`src/rtl/txn_tap_pkg.sv`:
```
package txn_tap_pkg;
    localparam int ADDR_W  = 64;
    localparam int PH_W    = 4;
    localparam int PH_LSB  = 49;
    localparam int TAG_W   = 3;
    localparam int LB_AW   = 32;
    localparam int LB_DW   = 32;
    localparam int KIND_W  = 3;
    localparam int ST_W    = 3;
    // header field positions
    localparam int F_KIND  = 0;
    localparam int F_ST    = F_KIND + KIND_W;
    localparam int F_PH    = F_ST + ST_W;
    localparam int F_TAG   = F_PH + PH_W;
    localparam int F_ADDR  = F_TAG + TAG_W;
    localparam int WORD_W  = F_ADDR + LB_AW;
    localparam int ENTRIES = 1 << TAG_W;

    typedef enum logic [KIND_W-1:0] {
        K_NONE = 3'd0,
        K_ACK  = 3'd1,
        K_NACK = 3'd2,
        K_UCW  = 3'd3,
        K_UCDW = 3'd4
    } kind_e;

    typedef enum logic [1:0] {
        ST_IDLE  = 2'd0,
        ST_FETCH = 2'd1,
        ST_DRIVE = 2'd2
    } eng_state_e;
endpackage

```
`src/rtl/txn_tap_tagger.sv`:
```
module txn_tap_tagger
    import txn_tap_pkg::*;
(
    input  logic              clk,
    input  logic              rst,
    input  logic [PH_W-1:0]   mon_phase_in,
    input  logic              req_valid,
    input  logic [ADDR_W-1:0] req_addr,
    input  logic [TAG_W-1:0]  req_tag,
    output logic              out_valid,
    output logic [ADDR_W-1:0] out_addr,
    output logic [TAG_W-1:0]  out_tag
);
    logic [ADDR_W-1:0] merged;

    always_comb begin
        merged = req_addr;
        merged[PH_LSB +: PH_W] = mon_phase_in;
    end

    always_ff @(posedge clk) begin
        if (rst) begin
            out_valid <= 1'b0;
            out_addr  <= '0;
            out_tag   <= '0;
        end else begin
            out_valid <= req_valid;
            out_addr  <= req_valid ? merged : '0;
            out_tag   <= req_valid ? req_tag : '0;
        end
    end

    p_phase_ins_r1: assert property (@(posedge clk) disable iff (rst)
        req_valid |=> out_valid && out_addr[PH_LSB +: PH_W] == $past(mon_phase_in));
    p_low_bits_r1: assert property (@(posedge clk) disable iff (rst)
        req_valid |=> out_addr[PH_LSB-1:0] == $past(req_addr[PH_LSB-1:0]));
endmodule

```
`src/rtl/txn_tap_table.sv`:
```
module txn_tap_table
    import txn_tap_pkg::*;
(
    input  logic             clk,
    input  logic             rst,
    input  logic             wr_en,
    input  logic [TAG_W-1:0] wr_tag,
    input  logic             wr_excl,
    input  logic             wr_remote,
    input  logic             clr_en,
    input  logic [TAG_W-1:0] clr_tag,
    input  logic [TAG_W-1:0] rd_tag,
    output logic             rd_excl,
    output logic             rd_remote
);
    logic [ENTRIES-1:0] live;
    logic [ENTRIES-1:0] excl_q;
    logic [ENTRIES-1:0] rem_q;

    for (genvar i = 0; i < ENTRIES; i++) begin : g_entry
        always_ff @(posedge clk) begin
            if (rst) begin
                live[i]   <= 1'b0;
                excl_q[i] <= 1'b0;
                rem_q[i]  <= 1'b0;
            end else if (wr_en && wr_tag == TAG_W'(i)) begin
                live[i]   <= 1'b1;
                excl_q[i] <= wr_excl;
                rem_q[i]  <= wr_remote;
            end else if (clr_en && clr_tag == TAG_W'(i)) begin
                live[i]   <= 1'b0;
            end
        end
    end

    assign rd_excl   = live[rd_tag] & excl_q[rd_tag];
    assign rd_remote = live[rd_tag] & rem_q[rd_tag];

    p_retire_r5: assert property (@(posedge clk) disable iff (rst)
        (clr_en && !(wr_en && wr_tag == clr_tag)) |=> !live[$past(clr_tag)]);
    p_install_r5: assert property (@(posedge clk) disable iff (rst)
        wr_en |=> live[$past(wr_tag)]);
endmodule

```
`src/rtl/txn_tap_engine.sv`:
```
module txn_tap_engine
    import txn_tap_pkg::*;
(
    input  logic              clk,
    input  logic              rst,
    input  logic              fifo_empty,
    input  logic [WORD_W-1:0] fifo_word,
    input  logic              fifo_is_hdr,
    output logic              fifo_pop,
    output logic [TAG_W-1:0]  look_tag,
    input  logic              look_excl,
    input  logic              look_remote,
    output logic              retire_en,
    output logic              mon_hdr,
    output logic [PH_W-1:0]   mon_phase,
    output logic              mon_global,
    output logic              mon_valid,
    output logic              mon_nc_hit,
    output logic              mon_excl,
    output logic              mon_remote,
    output logic              mon_ack,
    output logic              mon_nack,
    input  logic              lb_rdy,
    input  logic              lb_busy,
    output logic              lb_wr,
    output logic              lb_dw,
    output logic              lb_strobe,
    output logic [LB_AW-1:0]  lb_addr,
    output logic [LB_DW-1:0]  lb_data
);
    eng_state_e state, nxt;
    kind_e      hkind;
    logic       hdr_pop, dw_q, beat_q;
    logic [LB_AW-1:0] addr_q;
    logic [LB_DW-1:0] data_q;

    assign hkind     = kind_e'(fifo_word[F_KIND +: KIND_W]);
    assign look_tag  = fifo_word[F_TAG +: TAG_W];
    assign fifo_pop  = !rst && !fifo_empty &&
                       ((state == ST_IDLE) || (state == ST_FETCH && !lb_busy));
    assign hdr_pop   = fifo_pop && state == ST_IDLE && fifo_is_hdr;
    assign retire_en = hdr_pop && hkind == K_ACK;

    // state register
    always_ff @(posedge clk) begin
        if (rst) state <= ST_IDLE;
        else     state <= nxt;
    end

    // transitions
    always_comb begin
        nxt = state;
        unique case (state)
            ST_IDLE:  if (hdr_pop && (hkind == K_UCW || hkind == K_UCDW)) nxt = ST_FETCH;
            ST_FETCH: if (fifo_pop) nxt = ST_DRIVE;
            ST_DRIVE: if (lb_rdy) nxt = (dw_q && !beat_q) ? ST_FETCH : ST_IDLE;
            default:  nxt = ST_IDLE;
        endcase
    end

    // outputs and datapath
    always_ff @(posedge clk) begin
        if (rst) begin
            mon_hdr    <= 1'b0;
            mon_phase  <= '0;
            mon_global <= 1'b0;
            mon_valid  <= 1'b0;
            mon_nc_hit <= 1'b0;
            mon_excl   <= 1'b0;
            mon_remote <= 1'b0;
            mon_ack    <= 1'b0;
            mon_nack   <= 1'b0;
            dw_q       <= 1'b0;
            beat_q     <= 1'b0;
            addr_q     <= '0;
            data_q     <= '0;
        end else begin
            mon_hdr    <= 1'b0;
            mon_phase  <= '0;
            mon_global <= 1'b0;
            mon_valid  <= 1'b0;
            mon_nc_hit <= 1'b0;
            mon_excl   <= 1'b0;
            mon_remote <= 1'b0;
            mon_ack    <= 1'b0;
            mon_nack   <= 1'b0;
            if (hdr_pop && (hkind == K_ACK || hkind == K_NACK)) begin
                mon_hdr    <= 1'b1;
                mon_phase  <= fifo_word[F_PH +: PH_W];
                mon_global <= fifo_word[F_ST];
                mon_valid  <= fifo_word[F_ST + 1];
                mon_nc_hit <= fifo_word[F_ST + 2];
                mon_excl   <= look_excl;
                mon_remote <= look_remote;
                mon_ack    <= (hkind == K_ACK);
                mon_nack   <= (hkind == K_NACK);
            end
            if (hdr_pop && (hkind == K_UCW || hkind == K_UCDW)) begin
                addr_q <= fifo_word[F_ADDR +: LB_AW];
                dw_q   <= (hkind == K_UCDW);
                beat_q <= 1'b0;
            end
            if (state == ST_FETCH && fifo_pop) data_q <= fifo_word[LB_DW-1:0];
            if (state == ST_DRIVE && lb_rdy)   beat_q <= 1'b1;
        end
    end

    assign lb_wr     = (state != ST_IDLE);
    assign lb_dw     = dw_q && (state != ST_IDLE);
    assign lb_strobe = (state == ST_DRIVE);
    assign lb_addr   = addr_q;
    assign lb_data   = data_q;

    p_pop_empty_r11: assert property (@(posedge clk) disable iff (rst)
        fifo_empty |-> !fifo_pop);
    p_quiet_r6: assert property (@(posedge clk) disable iff (rst)
        !mon_hdr |-> !(mon_ack || mon_nack || mon_excl || mon_remote ||
                       mon_global || mon_valid || mon_nc_hit) && mon_phase == '0);
    p_one_pulse_r3: assert property (@(posedge clk) disable iff (rst)
        !(mon_ack && mon_nack));
    p_dw_hold_r8: assert property (@(posedge clk) disable iff (rst)
        (lb_wr && $past(lb_wr)) |-> lb_dw == $past(lb_dw));
    p_strobe_in_wr_r8: assert property (@(posedge clk) disable iff (rst)
        lb_strobe |-> lb_wr);
    p_busy_stall_r9: assert property (@(posedge clk) disable iff (rst)
        (state == ST_FETCH && lb_busy) |-> !fifo_pop);
    p_wait_rdy_r9: assert property (@(posedge clk) disable iff (rst)
        (state == ST_DRIVE && !lb_rdy) |=> lb_strobe && $stable(lb_data));
endmodule

```
`src/rtl/txn_tap.sv`:
```
module txn_tap
    import txn_tap_pkg::*;
(
    input  logic              clk,
    input  logic              rst,
    input  logic [PH_W-1:0]   mon_phase_in,
    input  logic              req_valid,
    input  logic [ADDR_W-1:0] req_addr,
    input  logic [TAG_W-1:0]  req_tag,
    input  logic              req_excl,
    input  logic              req_remote,
    output logic              out_valid,
    output logic [ADDR_W-1:0] out_addr,
    output logic [TAG_W-1:0]  out_tag,
    input  logic              fifo_empty,
    input  logic [WORD_W-1:0] fifo_word,
    input  logic              fifo_is_hdr,
    output logic              fifo_pop,
    output logic              mon_hdr,
    output logic [PH_W-1:0]   mon_phase,
    output logic              mon_global,
    output logic              mon_valid,
    output logic              mon_nc_hit,
    output logic              mon_excl,
    output logic              mon_remote,
    output logic              mon_ack,
    output logic              mon_nack,
    input  logic              lb_rdy,
    input  logic              lb_busy,
    output logic              lb_wr,
    output logic              lb_dw,
    output logic              lb_strobe,
    output logic [LB_AW-1:0]  lb_addr,
    output logic [LB_DW-1:0]  lb_data
);
    logic [TAG_W-1:0] look_tag;
    logic             look_excl, look_remote, retire_en;

    txn_tap_tagger u_tagger (
        .clk(clk), .rst(rst), .mon_phase_in(mon_phase_in),
        .req_valid(req_valid), .req_addr(req_addr), .req_tag(req_tag),
        .out_valid(out_valid), .out_addr(out_addr), .out_tag(out_tag)
    );

    txn_tap_table u_table (
        .clk(clk), .rst(rst),
        .wr_en(req_valid), .wr_tag(req_tag), .wr_excl(req_excl), .wr_remote(req_remote),
        .clr_en(retire_en), .clr_tag(look_tag),
        .rd_tag(look_tag), .rd_excl(look_excl), .rd_remote(look_remote)
    );

    txn_tap_engine u_engine (
        .clk(clk), .rst(rst),
        .fifo_empty(fifo_empty), .fifo_word(fifo_word), .fifo_is_hdr(fifo_is_hdr),
        .fifo_pop(fifo_pop),
        .look_tag(look_tag), .look_excl(look_excl), .look_remote(look_remote),
        .retire_en(retire_en),
        .mon_hdr(mon_hdr), .mon_phase(mon_phase), .mon_global(mon_global),
        .mon_valid(mon_valid), .mon_nc_hit(mon_nc_hit), .mon_excl(mon_excl),
        .mon_remote(mon_remote), .mon_ack(mon_ack), .mon_nack(mon_nack),
        .lb_rdy(lb_rdy), .lb_busy(lb_busy), .lb_wr(lb_wr), .lb_dw(lb_dw),
        .lb_strobe(lb_strobe), .lb_addr(lb_addr), .lb_data(lb_data)
    );
endmodule

```
`config.mk`:
```
export PLATFORM = sky130hd
export DESIGN_NAME = txn_tap
export DESIGN_NICKNAME = d
export VERILOG_FILES = /design/src/rtl/txn_tap_pkg.sv /design/src/rtl/txn_tap_tagger.sv /design/src/rtl/txn_tap_table.sv /design/src/rtl/txn_tap_engine.sv /design/src/rtl/txn_tap.sv
export SDC_FILE = /design/constraint.sdc
export NUM_CORES = 1
export LEC_CHECK = 0
export ABC_AREA = 0
export BUFFER_PORTS_ARGS = -buffer_cell sky130_fd_sc_hd__buf_2
export CORE_MARGIN = 3
export CORE_UTILIZATION = 45
export CTS_CLUSTER_SIZE = 10
export DETAILED_ROUTE_END_ITERATION = 8
export GPL_ROUTABILITY_DRIVEN = 0
export PLACE_DENSITY = 0.8
export SKIP_LAST_GASP = 1
export SYNTH_ARGS = -nofsm -noshare
export SYNTH_HDL_FRONTEND = slang
export SYNTH_SLANG_ARGS = --single-unit
```
`constraint.sdc`:
```
create_clock -name clk -period 4.5 [get_ports clk]
set_input_delay 0.45 -clock clk [delete_from_list [all_inputs] [get_ports clk]]
set_output_delay 0.45 -clock clk [all_outputs]
set_load 0.02 [all_outputs]
```
# ---- Word-level counts from Yosys, hierarchy flattened
# Cells that the tools add are included.
dict set report op_classes {
  n_addsub 0
  mul 0
  n_div 0
  order_cmp 1
  n_eq_ne 23
  n_shift 0
  n_mux 30
  n_bitwise 4
  n_reduce_logical 51
}
# cell n
set ops {}
lappend ops {{$logic_and A1 B1 Y1} 28}
lappend ops {{$eq A3 B3 Y1 const B} 9}
lappend ops {{$mux W1} 23}
lappend ops {{$reduce_bool A2 Y1} 10}
lappend ops {{$eq A3 B2 Y1 const B} 6}
lappend ops {{$bmux W1 S3} 3}
lappend ops {{$eq A3 B1 Y1 const B} 3}
lappend ops {{$logic_not A3 Y1} 2}
lappend ops {{$mux W2} 3}
lappend ops {{$pmux W2 S3} 1}
lappend ops {{$logic_not A1 Y1} 4}
lappend ops {{$lt A3 B4 Y1 const B} 1}
lappend ops {{$ne A2 B2 Y1 const B} 2}
lappend ops {{$reduce_or A2 Y1} 2}
lappend ops {{$logic_or A1 B1 Y1} 3}
lappend ops {{$reduce_and A3 Y1} 1}
lappend ops {{$and A1 B1 Y1} 2}
lappend ops {{$eq A2 B1 Y1 const B} 1}
lappend ops {{$eq A2 B2 Y1 const B} 1}
lappend ops {{$logic_not A2 Y1} 1}
lappend ops {{$ne A2 B1 Y1 const B} 1}
lappend ops {{$not A1 Y1} 2}
dict set report word_totals {
  reg_bits 172
  latchBits 0
  ram_bits 0
  rom_bits 0
  mem_count 0
}

# ---- Depth between registers and ports, before layout
dict set report logic_depth {
  depth_word 10
  mapped_depth 7
  mapped_depth_nobuf 4
}

# ---- Cells and area by module
# From an unflattened synthesis, not the netlist that was laid out.
dict set report unflattened {
  cells_unflattened 576
  area_unflattened_um2 6379.9
}
# mod n_inst cells_per_inst area_each_um2 seq_area_each_um2
set modules_own_cells {}
lappend modules_own_cells {txn_tap_engine 1 322 3180.6 1601.5}
lappend modules_own_cells {txn_tap_tagger 1 150 2058.2 1361.3}
lappend modules_own_cells {txn_tap_table 1 104 1141.1 480.5}

# ---- Least setup slack after synthesis
# OpenSTA, ideal clock, no wires.
dict set report synth_timing {
  path_type {input to output}
  start {in rst}
  end {out fifo_pop}
  arrival_ns 1.829
  required_ns 4.050
  path_slack_ns 2.221
  path_stages 3
  n_path_buf 2
  path_cell_list {buf_2 -> clkbuf_1 -> a2111oi_0}
}
dict set report synth_via {
  elab_chain_cells 3
}
# element line_no
set synth_rtl {}
lappend synth_rtl {{start, declared} txn_tap.sv:5} ;# input logic rst,
lappend synth_rtl {{$logic_not A1 Y1} txn_tap_engine.sv:39} ;# assign fifo_pop = !rst && !fifo_empty &&
lappend synth_rtl {{$logic_and A1 B1 Y1 (2 in a row)} txn_tap_engine.sv:39}
lappend synth_rtl {{end, declared} txn_tap.sv:18} ;# output logic fifo_pop,
# Every way passes these cells.

# ---- Final worst setup path
# Same ends and word-level chain as after synthesis.

==> impl_metrics.tcl <==
set metrics [dict create \
    drt-initial-drc-count 280 \
    cts-root-buf "clkbuf_16" \
    rows 40 \
    drive_above_1_share 0.3815 \
    rsz0062_at_grt "false" \
    yosys_register_bits 172 \
    cts_resized 0 \
    syn_to_final_growth_pct 35.29 \
    start_util 0.4700 \
    crit_chain "buf_2 > buf_4 > a2111oi_0 > buf_2" \
    synth.distinct_cells 36 \
    path_clk_slew_ns 0.06 \
    slew_headroom 0.2343 \
    cp.required_ns 4.05 \
    critical_path.startpoint "rst" \
    tritoncts "yes" \
    fin_nets 937 \
    timing.setup.tns_ns 0 \
    final_cell_mix "buf_2 (268), dfxtp_1 (172), nand2_1 (75)" \
    synth_nets 681 \
    hpwl_mm 10.71 \
    crit_path_top_delay_cell "buf_4" \
    fmax_mhz 452.2 \
    clock_skew_ns 0.005327 \
    power_density_mw_per_mm2 432.3 \
    ir_drop_mv 0.2996 \
    coreArea_mm2 0.01231 \
    path_class "primary input to primary output" \
    die_w_um 119.4 \
    clkSinkCount 172 \
    grt_pass1_wl_mm 23.45 \
    post_cts_buffers 0 \
    p_total_uw 3385 \
    antenna_found_initial 1 \
    crit_fanout 94 \
    track_usage 0.2079 \
    first_global_vias 4639 \
    fin_crit_ns 2.212 \
    syn_inst 556 \
    cts-buffers-inserted 17 \
    final_max_slew_viol_count 0 \
    critPathMaxStageDelay_ns 0.78 \
    endpoint "fifo_pop" \
    postRouteAntennaNets 0 \
    cp.arrival_ns 1.76 \
    ys_seq_area_frac 0.5950 \
    netlist.top_cell.by_area "dfxtp_1" \
    cpMostUsedCell "buf_2" \
    r2r_setup_slack_ns 2.35 \
    grt_overflow_total 0 \
    r2r-start "u_engine.state[0]" \
    dr.pass1.iters 4 \
    ys_warn_count 0 \
    syn_area_mm2 0.005787 \
    min_period_over_period 0.4915 \
    maxCapViolCount 0 \
    clockBufferDepth 2 \
    end_kind "primary output" \
    die_y_um 119.4 \
    outcome "completed" \
    tightest_slew_ns 1.148 \
    timing.rr.end "u_engine.lb_data[22]" \
    portBuffers 268 \
    avgSynthCellArea_um2 10.41 \
    setup_violations 0 \
    wirelength_mm 14.88 \
    leakage_uw 0.004011 \
    layout_commonest_cell "buf_2" \
    hold_viol 0 \
    htreeDepth 4 \
    vias_per_cell 4.713 \
    synth_top_cell_area_share 0.5950 \
    clock_latency_ns 0.41 \
    worstRegToRegCells 4 \
    drc 0 \
    post_drt_wl_per_cell_um 15.00 \
    cts_hold_buf 0 \
    synth_area_leaders "dfxtp_1 (60%), mux2i_1 (9.0%), and2_1 (8.0%)" \
    fillCellCount 1055 \
    critPathLaunchType "primary input" \
    grt_max_degree 95 \
    via_count 4675 \
    whs_ns 0.2306 \
    die_area_mm2 0.01426 \
    pin_count 273 \
    hold_path.class "primary input to flop" \
]
routing by layer:
metal / vias up / track usage / part of all wire
met5: - / 0 / 0
met4: 0 / 0.08805 / 0.023
met3: 23 / 0.04938 / 0.054
met2: 135 / 0.3705 / 0.53
met1: 2184 / 0.2372 / 0.39
li1: 2333 / - / -
area by class of cell:
| class | instances | area, um2 | area share |
|---|---|---|---|
| inverter | 5 | 18.77 | 0.002397 |
| clock inverter | 7 | 160.2 | 0.02046 |
| clock buffer | 23 | 488.0 | 0.06233 |
| timing repair buffer | 273 | 1379 | 0.1761 |
| antenna | 1 | 2.502 | 0.0003196 |
| sequential | 172 | 3443 | 0.4398 |
| tap | 168 | 210.2 | 0.02685 |
| multi-input combinational | 343 | 2127 | 0.2717 |
Yosys cell counts, drive strengths merged:
cell type	n
dfxtp	172
nand2	75
and2	74
mux2i	52
nor2	52
a21oi	42
clkbuf	23
buf	13
nand3	6
nor2b	6
inv	5
mux4	5
o31ai	4
nand2b	3
o41ai	3
a21boi	2
nor3b	2
nor4	2
nor4b	2
nor4bb	2
o21ai	2
a2111oi	1
a211oi	1
a22oi	1
a31oi	1
and2b	1
and3b	1
nand4	1
o211ai	1
xor2	1
sequential cells by signal, summed over array words and instances (netlist names), 2 cells and up:
register and count:
u_table.excl_q 8, u_table.rem_q 8, u_table.live 8, u_tagger.out_addr 64
u_engine.mon_phase 4, u_engine.lb_data 32, u_engine.state 2, u_tagger.out_tag 3
u_engine.lb_addr 32
power breakdown:
group / switching, uW / internal [uW] / leakage, uW
clock network: 551 / 1040 / 0.000319
logic: 128 / 94.9 / 0.00229
registers: 12.9 / 1560 / 0.00140
how the worst min path moves through the flow:
stage / end / cells past startpoint / from
CTS: u_tagger.out_addr[5] / 2 / req_addr[5]
global route: u_tagger.out_addr[37] / 2 / req_addr[37]
floorplan: u_table.excl_q[4] / 2 / u_table.excl_q[4]
finish: u_tagger.out_addr[3] / 2 / req_addr[3]
global placement: u_engine.lb_data[3] / 2 / u_engine.lb_data[3]
detailed placement: u_engine.lb_data[8] / 2 / u_engine.lb_data[8]
critical path: cells and delay by family:
family | cells | cell delay, ns
AOI/OAI and AO/OA | 1 | 0.13
buffers and inverters | 3 | 1.16
metrics by stage:
step	util	area (um2)	cells	setup WS, ns
floorplan	-	5787	556	2.221
global placement	0.5830	7178	961	2.268
detailed placement	0.5830	7178	961	2.161
CTS	0.6357	7826	991	2.278
global route	0.6359	7829	992	2.074
finish	0.6359	7829	992	2.288
cell families after synthesis:
logic type             after synthesis  synth area share
AO/OA/AOI/OAI                       58           0.05817
AND/OR/NAND/NOR                    227            0.1981
buffers and inverters               41           0.03784
XOR/XNOR                             1          0.001514
flip-flops                         172            0.5950
multiplexers                        57            0.1094
Note: power is estimated with default switching activity, not from simulation.
